[config.mk]
export PLATFORM = sky130hd
export DESIGN_NAME = holdover_capture
export DESIGN_NICKNAME = d
export VERILOG_FILES = /design/src/rtl/hfc_pkg.sv /design/src/rtl/hfc_snapshot.sv /design/src/rtl/hfc_averager.sv /design/src/rtl/holdover_capture.sv
export SDC_FILE = /design/constraint.sdc
export NUM_CORES = 1
export LEC_CHECK = 0
export BUFFER_PORTS_ARGS = -buffer_cell sky130_fd_sc_hd__buf_2
export CAP_MARGIN = 30
export CORE_UTILIZATION = 31
export DETAILED_ROUTE_END_ITERATION = 12
export HOLD_SLACK_MARGIN = 0.08
export PLACE_DENSITY = 0.58
export SYNTH_ARGS = -nofsm -noshare
export SYNTH_HDL_FRONTEND = slang
export SYNTH_HIERARCHICAL = 1
export SYNTH_SLANG_ARGS = --single-unit
[constraint.sdc]
create_clock -name clk -period 3.8 [get_ports clk]
set_input_delay 0.76 -clock clk [delete_from_list [all_inputs] [get_ports clk]]
set_output_delay 0.76 -clock clk [all_outputs]
set_load 0.01 [all_outputs]
[src/rtl/hfc_pkg.sv]
package hfc_pkg;

    typedef enum logic [1:0] {
        SRC_DELAYED = 2'd0,
        SRC_AVERAGE = 2'd1,
        SRC_OFFSET  = 2'd2
    } hold_src_e;

    // Source priority: free-run offset, then a ready average, else delayed copy.
    function automatic hold_src_e pick_source(input logic freerun,
                                              input logic avg_mode,
                                              input logic avg_ready);
        if (freerun)
            return SRC_OFFSET;
        else if (avg_mode && avg_ready)
            return SRC_AVERAGE;
        else
            return SRC_DELAYED;
    endfunction

endpackage

[src/rtl/hfc_snapshot.sv]
module hfc_snapshot #(
    parameter int W   = 24,
    parameter int DIV = 50
) (
    input  logic                clk,
    input  logic                rst,
    input  logic                take,
    input  logic signed [W-1:0] din,
    output logic signed [W-1:0] delayed
);
    localparam int CNT_W = (DIV > 1) ? $clog2(DIV) : 1;
    localparam logic [CNT_W-1:0] LAST = CNT_W'(DIV - 1);

    typedef struct packed {
        logic signed [W-1:0] newer;
        logic signed [W-1:0] older;
    } history_t;

    history_t         hist;
    logic [CNT_W-1:0] cnt;

    always_ff @(posedge clk) begin
        if (rst) begin
            hist <= '0;
            cnt  <= '0;
        end else if (take) begin
            if (cnt == LAST) begin
                cnt        <= '0;
                hist.older <= hist.newer;
                hist.newer <= din;
            end else begin
                cnt <= cnt + 1'b1;
            end
        end
    end

    assign delayed = hist.older;
endmodule

[src/rtl/hfc_averager.sv]
module hfc_averager #(
    parameter int W    = 24,
    parameter int LOG2 = 10
) (
    input  logic                clk,
    input  logic                rst,
    input  logic                take,
    input  logic signed [W-1:0] din,
    output logic signed [W-1:0] avg,
    output logic                ready
);
    localparam int ACC_W = W + LOG2;

    logic signed [ACC_W-1:0] acc;
    logic signed [ACC_W-1:0] sum;
    logic        [LOG2-1:0]  cnt;

    assign sum = acc + {{LOG2{din[W-1]}}, din};

    always_ff @(posedge clk) begin
        if (rst) begin
            acc   <= '0;
            cnt   <= '0;
            avg   <= '0;
            ready <= 1'b0;
        end else if (take) begin
            cnt <= cnt + 1'b1;
            if (&cnt) begin
                // Dropping the low LOG2 bits floors the signed quotient.
                avg   <= sum[ACC_W-1:LOG2];
                ready <= 1'b1;
                acc   <= '0;
            end else begin
                acc <= sum;
            end
        end
    end
endmodule

[src/rtl/holdover_capture.sv]
module holdover_capture #(
    parameter int FREQ_W   = 24,
    parameter int SNAP_DIV = 50,
    parameter int AVG_LOG2 = 10
) (
    input  logic              clk,
    input  logic              rst,
    input  logic [FREQ_W-1:0] freq_in,
    input  logic              freq_valid,
    input  logic              dpll_locked,
    input  logic              hold_entry,
    input  logic              avg_mode,
    input  logic              freerun,
    input  logic [FREQ_W-1:0] freerun_offset,
    output logic [FREQ_W-1:0] hold_freq,
    output logic              avg_ready
);
    import hfc_pkg::*;

    logic                     sample_take;
    logic signed [FREQ_W-1:0] delayed_word;
    logic signed [FREQ_W-1:0] avg_word;
    hold_src_e                src;

    assign sample_take = freq_valid && dpll_locked;

    hfc_snapshot #(.W(FREQ_W), .DIV(SNAP_DIV)) u_snap (
        .clk     (clk),
        .rst     (rst),
        .take    (sample_take),
        .din     (freq_in),
        .delayed (delayed_word)
    );

    hfc_averager #(.W(FREQ_W), .LOG2(AVG_LOG2)) u_avg (
        .clk   (clk),
        .rst   (rst),
        .take  (sample_take),
        .din   (freq_in),
        .avg   (avg_word),
        .ready (avg_ready)
    );

    assign src = pick_source(freerun, avg_mode, avg_ready);

    always_ff @(posedge clk) begin
        if (rst) begin
            hold_freq <= '0;
        end else if (hold_entry) begin
            case (src)
                SRC_OFFSET:  hold_freq <= freerun_offset;
                SRC_AVERAGE: hold_freq <= avg_word;
                default:     hold_freq <= delayed_word;
            endcase
        end
    end
endmodule

==> metrics, run 1 <==
global placer's final weighted congestion=0.8447; Inserted Clock Buffers=17; commonest non-fill, non-tap cell in the layout=dfxtp_1; global route overflow=0; Reg-to-Reg End=u_avg/acc[32]; Vias=7177; Mapped Cells=995; final WL=23.21 mm; CP Class=in2reg; Tmin final=3.047 ns; Tightest Pin Transition=0.7074 ns; Core Util, Final=35.01%; pwr/cell area=406.3 mW/mm^2; hold crit path type=reg2reg; most frequent cells in the layout=147 x dfxtp_1, 78 x buf_2, 74 x o21ai_0; footprint of the multi-input gates=0.005187 mm^2; CTS tree=yes; Pwr Total=0.003963 W; Worst setup SP type=input port; port bufs=79; clk_skew=0.008654 ns; register area=0.002943 mm^2; Die Y=170.6 um; Layout fillers=2870; die span in x=170.6 um; Die Area=0.02910 mm^2; RSZ-0062 raised after global routing=no; Mapped Area=0.008812 mm^2; Post-CTS Resized=0; Slew Limit Headroom=52.84%; worst reg-to-reg path cell count=11; clk slew on worst S/H paths=0.06 ns; antenna violations before repair=0; clk sink count=147; WHS Path Cells=2; FF-to-FF setup slack=0.87 ns; Peak Freq=328.1 MHz; Final setup viols=0; Max VDD drop=297.3 uV; RR Startpoint=u_avg/acc[0]; Fin. Hold Viols=0; Root Driver=clkbuf_16; outcome=complete, no violations; share of cells above drive strength 1=18.32%; Area Growth Syn to Fin=10.69%; vias in the first global route=6656; routed len/inst=16.58 um; HPWL Detailed=17.04 mm; Starting DRT DRC Count=523; Post-CTS Setup Inserts=0; vias per cell=5.126; global-route wire length before repair=37.07 mm; gr usage total=16.41%; # rows=61; setup tns final=0 ns; net count after synthesis=1087; EDFF count, synth=0; Max Slew Vio Count=0; # nets final=1100; post-synth cell types=81; Warnings, synthesis=6; ANT nets after route=0; period utilization=80.20%; Critical Path Fanout Max=4; IO Pins=80; post-synthesis sequential area ratio=33.39%; Remaining DRCs=0; max-capacitance violation count=0; Lkg Pwr=3.677 nW; Synth Register Bits=147; Worst-Skew Late Latency=0.42 ns; Post-synth ARST share=0%; crit path DAT=3.35 ns; synthesized area per cell=8.856 um^2; Worst Path Required=4.11 ns; Initial Util=31.63%; clock buffer depth=2; Hold Path Sink=u_avg/avg[7]; hold_sp=u_avg/avg[7]; top_reg_cell synth=dfxtp_1; DRT Pass-1 Iters=4; Core Region=0.02786 mm^2; pin count of the biggest net entering global routing=67; hold-fix buffers at CTS=0; CTS H-tree depth=4; crit end category=flip-flop
[report_power, final]
part / internal [W] / switching [W] / leakage (nW)
clock: 0.00109 / 0.000649 / 0.294
combinational: 0.000240 / 0.000377 / 2.19
sequential: 0.00159 / 0.0000249 / 1.19
[flip-flops by register name, indices dropped and copies added, names as in the netlist]
signal,flops
u_snap/cnt,6
hold_freq,24
u_avg/avg,24
u_avg/ready,1
u_snap/delayed,24
u_avg/acc,34
u_avg/cnt,10
u_snap/hist,24
[Yosys cell counts, types with 27 or more instances]
library cell / instances / area, um^2
nor2b_1: 61 / 381.6
mux2i_1: 27 / 270.3
nor2_1: 55 / 206.5
a21oi_1: 62 / 310.3
nand2b_1: 57 / 356.6
buf_4: 29 / 217.7
ha_1: 36 / 450.4
clkbuf_1: 36 / 135.1
a211oi_1: 33 / 247.7
dfxtp_1: 147 / 2943
o21ai_0: 74 / 370.4
nand2_1: 73 / 274.0
[stage by stage]
| stage | area (um^2) | cells | hold WS, ns | setup slack, ns |
|---|---|---|---|---|
| after floorplan | 8812 | 995 | 0.4291 | 0.6772 |
| after global placement | 9125 | 1366 | 0.4433 | 0.4027 |
| after detailed placement | 9145 | 1367 | 0.4467 | 0.3174 |
| after CTS | 9752 | 1399 | 0.4575 | 0.7721 |
| after global routing | 9752 | 1399 | 0.4836 | 0.6356 |
| final | 9754 | 1400 | 0.4595 | 0.7526 |
[layout make-up]
class / instances / share of cell area [%]
Multi-Input combinational cell: 740 / 53.18
Timing Repair Buffer: 91 / 5.131
Tap cell: 378 / 4.849
Clock buffer: 24 / 4.938
Inverter: 11 / 0.4233
Clock inverter: 8 / 1.283
Sequential cell: 147 / 30.17
Antenna cell: 1 / 0.02565
[worst max-delay path by stage]
stage	from	end	slack, ns	cells after the start
6_report	freq_in[0]	u_avg/acc[32]	0.75	12
5_1_grt	freq_in[0]	u_avg/acc[32]	0.64	12
4_1_cts	freq_in[0]	u_avg/avg[22]	0.77	12
3_5_place_dp	freq_in[0]	u_avg/acc[32]	0.32	12
3_3_place_gp	freq_in[0]	u_avg/acc[32]	0.40	12
2_1_floorplan	freq_in[0]	u_avg/avg[22]	0.68	11
[per-layer routing]
metal	GRT usage [%]	share of wire, %
met5	0	0
met4	4.426	1.2
met3	3.262	4.4
met2	24.90	44
met1	23.41	51
[cells by family (layout without fill, tap and decap cells)]
logic type | Yosys count | after routing | synth area share [%]
buffers and inverters | 108 | 134 | 7.738
xor gates and xnor gates | 39 | 39 | 3.876
other | 0 | 1 | 0
adders and majority gates | 37 | 37 | 5.339
muxes | 27 | 27 | 3.067
and+or+nand+nor | 377 | 377 | 25.36
DFF | 147 | 147 | 33.39
AOI/OAI and AO/OA | 260 | 260 | 21.23
[worst max-delay path, stage by stage]
cell and delay, ns:
buf_2 0.09, ha_1 0.16, inv_1 0.05, fa_1 0.41
nor2b_2 0.17, o311ai_2 0.12, a31oi_2 0.27, a21oi_2 0.13
or4_4 0.52, a211oi_4 0.30, nor3_1 0.09, a221o_1 0.28
(Power assumes the default switching activity.)
==> run 2, diff against run 1 <==
Clock period 3.8 ns to 3 ns, I/O delays scaled along.
==> run 2 against run 1 <==
Worst setup slack got worse by 0.60 ns. Die area unchanged. Cell count rose by 2.1%. Clock power is 32% higher. Non-clock buffer count rose by 32. Flip-flop and latch count did not move. Clock skew is essentially flat. Core utilization increased by 0.99 points. Critical endpoint unchanged. Register-to-register slack worse by 0.72 ns. Wire length increased by 1.7%. Final area increased by 2.8%.
==> metrics, run 2 (synthesized netlist as in run 1, its figures left out) <==
Critical Path Max Stage Delay=0.53 ns (was 0.52 ns); CP startpoint=u_avg/acc[0] (was freq_in[0]); Fin. Hold Viols=0 (unchanged); Cells after DPL=1399 (was 1367); max reg flops=34 (unchanged); FF-to-FF setup slack=0.15 ns (was 0.87 ns); Finished Cell Area=0.01003 mm^2 (was 0.009754 mm^2); global route overflow=0 (unchanged); ANT cells=0 (was 1); WHS Path Cells=2 (unchanged); Die Y=170.6 um (unchanged); routed len/inst=16.51 um (was 16.58 um); Slew Limit Headroom=51.05% (was 52.84%); Peak Freq=351.2 MHz; CTS tree=yes (unchanged); hold crit path type=reg2reg (unchanged); ANT nets after route=0 (unchanged); most frequent cells in the layout=147 x dfxtp_1, 78 x buf_2, 74 x o21ai_0 (unchanged); Critical Path Fanout Max=3 (was 4); pwr/cell area=512.0 mW/mm^2 (was 406.3 mW/mm^2); Lkg Pwr=3.860 nW (was 3.677 nW); hold-fix buffers at CTS=0 (unchanged); Initial Util=31.63% (unchanged); Vias=7211 (was 7177); hold_sp=u_avg/avg[7] (unchanged); CP Class=reg2reg (was in2reg); clk sink count=147 (unchanged); Pwr Total=0.005136 W (was 0.003963 W); Max Slew Vio Count=0 (unchanged); Final Non-Filler Cells=1430 (was 1400); Tightest Pin Transition=0.7343 ns (was 0.7074 ns); global placer's final weighted congestion=0.9043 (was 0.8447); pin count of the biggest net entering global routing=64 (was 67); # rows=61 (unchanged); Max VDD drop=412.1 uV (was 297.3 uV); HPWL Detailed=17.35 mm (was 17.04 mm); vias in the first global route=6877 (was 6656); crit end category=flip-flop (unchanged); Worst setup SP type=flip-flop (was input port); placed cell area=0.009385 mm^2 (was 0.009145 mm^2); RR Startpoint=u_avg/acc[0] (unchanged); Root Driver=clkbuf_16 (unchanged); antenna violations before repair=0 (unchanged); commonest non-fill, non-tap cell in the layout=dfxtp_1 (unchanged); die span in x=170.6 um (unchanged); global-route wire length before repair=37.92 mm (was 37.07 mm); DRT Pass-1 Iters=4 (unchanged); clk_skew=0.008923 ns (was 0.008654 ns); Reg-to-Reg End=u_avg/acc[32] (unchanged); Worst Path Required=3.30 ns (was 4.11 ns); setup tns final=0 ns (unchanged); clock buffer depth=2 (unchanged); Crit-path slowest cell=or4_4 (unchanged); Inserted Clock Buffers=17 (unchanged); Cell Chain, Critical Path=ha_1 -> inv_1 -> fa_2 -> nor2b_2 -> o311ai_2 -> a31oi_2 -> a21oi_2 -> or4_4 -> a211oi_4 -> nor3_1 -> a221o_1 (was buf_2 -> ha_1 -> inv_1 -> fa_1 -> nor2b_2 -> o311ai_2 -> a31oi_2 -> a21oi_2 -> or4_4 -> a211oi_4 -> nor3_1 -> a221o_1); clk slew on worst S/H paths=0.06 ns (about the same); Hold Path Sink=u_avg/avg[7] (unchanged); vias per cell=5.043 (was 5.126); period utilization=94.91%; final WL=23.62 mm (was 23.21 mm); Worst-Skew Late Latency=0.41 ns (was 0.42 ns); Starting DRT DRC Count=448 (was 523); Top delay family on crit path=compound AO/OA/AOI/OAI gates (unchanged); # nets final=1132 (was 1100); WHS=0.4643 ns (was 0.4595 ns); Area Growth Syn to Fin=13.81% (was 10.69%); max-capacitance violation count=0 (unchanged); Top reg by flops=u_avg/acc (unchanged); outcome=complete, no violations (unchanged); Core Region=0.02786 mm^2 (unchanged); Die Area=0.02910 mm^2 (unchanged); Remaining DRCs=0 (unchanged); crit path DAT=3.15 ns (was 3.35 ns); Tmin final=2.847 ns; IO Pins=80 (unchanged); worst reg-to-reg path cell count=11 (unchanged); gr usage total=16.73% (was 16.41%); CTS H-tree depth=4 (unchanged); Critical path buffers and inverters=1 (was 2); Final setup viols=0 (unchanged); share of cells above drive strength 1=21.10% (was 18.32%); port bufs=79 (unchanged); RSZ-0062 raised after global routing=no (unchanged)
## run 2: worst max-delay path by stage
stage,end,slack [ns],cells after the start
3_3_place_gp,u_avg/acc[32],-0.22,12
4_1_cts,u_avg/acc[32],0.11,11
3_5_place_dp,u_avg/acc[32],-0.27,12
5_1_grt,u_avg/acc[32],0.004,11
6_report,u_avg/acc[32],0.15,11
2_1_floorplan,u_avg/avg[22],0.04,11
## run 2: worst min-delay path, stage by stage, from the launching register on
cell and delay, ns:
dfxtp_1 0.31, nand2_1 0.05, a21oi_1 0.05
## run 2: what timing repair did
| action | 4_1_cts | 5_1_grt |
|---|---|---|
| resized for setup | 0 | 3 |
| buffers inserted | 0 | 0 |
| endpoints found under the setup margin | 0 | 3 |
## run 2: layout make-up
cell class              count  area [um^2]
inverters                  11        41.29
clock buffers              22        474.2
flip-flops and latches    147         2943
clock inverters             9        152.6
repair buffers            123        740.7
well taps                 378        473.0
fillers                  2858        17830
multi-input cells         740         5205
## run 2: where the power goes
group / total (W) / internal (W) / leakage, nW / switching [W]
combinational: 0.000818 / 0.000339 / 2.36 / 0.000479
clock: 0.00228 / 0.00145 / 0.310 / 0.000822
sequential: 0.00204 / 0.00201 / 1.19 / 0.0000332
total: 0.00514 / 0.00380 / 3.86 / 0.00133
## run 2: per-stage QoR
| step | util [%] | setup WS (ns) |
|---|---|---|
| floorplan | - | 0.03716 |
| global placement | 33.62 | -0.2177 |
| detailed placement | 33.69 | -0.2652 |
| CTS | 35.94 | 0.1071 |
| global route | 36.00 | 0.004168 |
| finish | 36.00 | 0.1527 |
## run 2: metal layers
metal	vias up	track usage [%]	wire length, um
met4	0	3.956	233
li1	3656	-	-
met1	3384	23.97	12140
met3	17	3.215	1019
met2	154	25.55	10230
met5	-	0	0
==> run 3, diff against run 2 <==
Settings changed: PLACE_DENSITY 0.58 to 0.59, SYNTH_HIERARCHICAL 1 to not set.
==> run 3 against run 2 <==
Non-clock buffer count grew 14. Final area shrank 12%. Flip-flop and latch count is the same. Cell count shrank 6.4%. Largest power group unchanged.
==> metrics, run 3 <==
vias per cell=5.055 (was 5.043); EDFF count, synth=0 (unchanged); Critical path buffers and inverters=1 (unchanged); Warnings, synthesis=0 (was 6); final WL=20.97 mm (was 23.62 mm); Mapped Cells=915 (was 995); top_reg_cell synth=dfxtp_1 (unchanged); Inserted Clock Buffers=17 (unchanged); Synth Register Bits=147 (unchanged); global placer's final weighted congestion=0.9192 (was 0.9043); Final setup viols=0 (unchanged); vias in the first global route=6249 (was 6877); post-route setup slack=0.2187 ns (was 0.1527 ns); synthesized area per cell=8.058 um^2 (was 8.856 um^2); outcome=complete, no violations (unchanged); Max Slew Vio Count=0 (unchanged); Reg-to-Reg End=u_avg.acc[30] (was u_avg/acc[32]); top-area cell type share of the netlist area=39.91% (was 33.39%); CP Class=reg2reg (unchanged); dpl ws=-0.1740 ns (was -0.2652 ns); Peak Freq=359.5 MHz (was 351.2 MHz); Remaining DRCs=0 (unchanged); net count after synthesis=1007 (was 1087); WHS Path Cells=3 (was 2); Worst-Skew Late Latency=0.42 ns (was 0.41 ns); routed len/inst=15.66 um (was 16.51 um); FF-to-FF setup slack=0.22 ns (was 0.15 ns); max-capacitance violation count=0 (unchanged); Root Driver=clkbuf_16 (unchanged); worst reg-to-reg path cell count=11 (unchanged); # nets final=1101 (was 1132); CTS tree=yes (unchanged); Initial Util=31.51% (was 31.63%); post-synthesis sequential area ratio=39.91% (was 33.39%); clk slew on worst S/H paths=0.06 ns (about the same); ANT nets after route=0 (unchanged); Fin. Hold Viols=0 (unchanged); Top delay family on crit path=compound AO/OA/AOI/OAI gates (unchanged); Critical Path Max Stage Delay=0.43 ns (was 0.53 ns); Worst Path Required=3.29 ns (was 3.30 ns); Starting DRT DRC Count=579 (was 448); hold_sp=freq_in[16] (was u_avg/avg[7]); pwr/cell area=556.4 mW/mm^2 (was 512.0 mW/mm^2); # rows=56 (was 61); Post-synth ARST share=0% (unchanged); clock buffer depth=2 (unchanged); clk_skew=0.005521 ns (was 0.008923 ns); Post-CTS Resized=0 (unchanged); crit path DAT=3.07 ns (was 3.15 ns); hold-fix buffers at CTS=0 (unchanged); Die Area=0.02441 mm^2 (was 0.02910 mm^2); Max VDD drop=290.9 uV (was 412.1 uV); clk sink count=147 (unchanged); gr usage total=17.87% (was 16.73%); max reg flops=34 (unchanged); Core Region=0.02340 mm^2 (was 0.02786 mm^2); HPWL Detailed=15.40 mm (was 17.35 mm); global-route wire length before repair=33.88 mm (was 37.92 mm); Yosys top cell by area=dfxtp_1 (unchanged); share of cells above drive strength 1=17.35% (was 21.10%); commonest non-fill, non-tap cell in the layout=nand2_1 (was dfxtp_1); port bufs=79 (unchanged); most frequent cells in the layout=208 x nand2_1, 147 x dfxtp_1, 96 x a21oi_1 (was 147 x dfxtp_1, 78 x buf_2, 74 x o21ai_0); die span in x=156.2 um (was 170.6 um); hold crit path type=in2reg (was reg2reg); Worst setup SP type=flip-flop (unchanged); Slew Limit Headroom=51.62% (was 51.05%); Die Y=156.2 um (was 170.6 um); post-synth cell types=62 (was 81); Crit-path slowest cell=o41ai_4 (was or4_4); Pwr Total=0.004928 W (was 0.005136 W); synth cell count leaders=208 x nand2_1, 147 x dfxtp_1, 96 x a21oi_1 (was 147 x dfxtp_1, 74 x o21ai_0, 73 x nand2_1); RR Startpoint=u_avg.acc[0] (was u_avg/acc[0]); CTS H-tree depth=4 (unchanged); Hold Path Sink=u_snap.hist[40] (was u_avg/avg[7]); period utilization=92.71% (was 94.91%); Cell Chain, Critical Path=ha_1 -> inv_1 -> fa_1 -> nor2b_1 -> o31ai_1 -> o211ai_2 -> a31oi_2 -> o31a_1 -> o41ai_4 -> xnor2_1 -> o21ai_1 (was ha_1 -> inv_1 -> fa_2 -> nor2b_2 -> o311ai_2 -> a31oi_2 -> a21oi_2 -> or4_4 -> a211oi_4 -> nor3_1 -> a221o_1); ANT cells=0 (unchanged); Area Growth Syn to Fin=20.11% (was 13.81%); DRT Pass-1 Iters=5 (was 4); IO Pins=80 (unchanged); cell with the most instances after synthesis=nand2_1 (was dfxtp_1); global route overflow=0 (unchanged); Lkg Pwr=3.697 nW (was 3.860 nW); pin count of the biggest net entering global routing=70 (was 64); Layout fillers=2497 (was 2858); Mapped Area=0.007373 mm^2 (was 0.008812 mm^2); crit end category=flip-flop (unchanged); Top reg by flops=u_avg.acc (was u_avg/acc); Critical Path Fanout Max=3 (unchanged); Tightest Pin Transition=0.7256 ns (was 0.7343 ns); antenna violations before repair=0 (unchanged); RSZ-0062 raised after global routing=no (unchanged); Post-CTS Setup Inserts=0 (unchanged); Synth area leaders=dfxtp_1 40%, nand2_1 11%, a21oi_1 6.5% (was dfxtp_1 33%, ha_1 5.1%, nor2b_1 4.3%); Tmin final=2.781 ns (was 2.847 ns); Vias=6769 (was 7211)
-- run 3: cell count changes after synthesis, sizes merged, moves of 24 or more --
| cell | previous run | this run |
|---|---|---|
| a211oi | 34 | 3 |
| a21oi | 64 | 96 |
| buf | 52 | 5 |
| mux2i | 27 | 2 |
| nand2 | 74 | 208 |
| nand2b | 57 | 2 |
| nor2b | 62 | 2 |
| nor4bb | 25 | 0 |
| o21ai | 77 | 28 |
| or3b | 25 | 1 |
-- run 3: metal layers --
metal | share of wire [%] | track usage (%) | vias to the layer above
li1 | - | - | 3415
met3 | 4.7 | 3.074 | 20
met1 | 51 | 25.47 | 3162
met4 | 1.5 | 5.602 | 0
met5 | 0 | 0 | -
met2 | 43 | 27.19 | 172
-- run 3: kinds of logic after synthesis --
| logic type | count (synthesis) | synth area share, % |
|---|---|---|
| AND/OR/NAND/NOR | 364 | 21.09 |
| AO/OA/AOI/OAI | 247 | 22.30 |
| flip-flops | 147 | 39.91 |
| buffers and inverters | 78 | 5.294 |
| XOR/XNOR | 40 | 4.751 |
| adder cells (fa/ha/maj) | 37 | 6.380 |
| multiplexers | 2 | 0.2715 |
-- run 3: layout make-up --
cell class / count / area (um^2) / share of cell area [%]
Clock buffer: 21 / 460.4 / 5.199
Inverter: 16 / 60.06 / 0.6782
Sequential cell: 147 / 2943 / 33.23
Tap cell: 319 / 399.1 / 4.507
Multi-Input combinational cell: 690 / 4041 / 45.63
Clock inverter: 9 / 106.4 / 1.201
Timing Repair Buffer: 137 / 845.8 / 9.551
-- run 3: how the worst max path moves through the flow --
stage | from | end | slack (ns) | cells past startpoint
floorplan | freq_in[0] | u_avg.acc[30] | 0.14 | 11
global placement | freq_in[7] | u_avg.acc[32] | -0.19 | 11
detailed placement | freq_in[0] | u_avg.acc[30] | -0.17 | 12
CTS | u_avg.acc[0] | u_avg.acc[30] | 0.20 | 11
global route | u_avg.acc[0] | u_avg.acc[30] | 0.05 | 11
finish | u_avg.acc[0] | u_avg.acc[30] | 0.22 | 11
-- run 3: tightest hold or removal path, cell delays in order --
cell     delay (ns)
buf_2          0.11
nand2_1        0.05
a21oi_1        0.05
-- run 3: through the flow --
stage	TNS, ns	cell area [um^2]	cells	util, %	hold slack, ns
after floorplan	0	7373	915	-	0.4291
after global placement	-0.7090	8289	1309	35.42	0.4397
after detailed placement	-0.7449	8289	1309	35.42	0.4461
after CTS	0	8856	1339	37.84	0.4254
after global routing	0	8856	1339	37.84	0.4375
final	0	8856	1339	37.84	0.4377
-- run 3: report_power, final --
part / total (W) / switching, W / internal, W
clock: 0.00207 / 0.000814 / 0.00126
sequential: 0.00205 / 0.0000340 / 0.00201
combinational: 0.000811 / 0.000465 / 0.000346
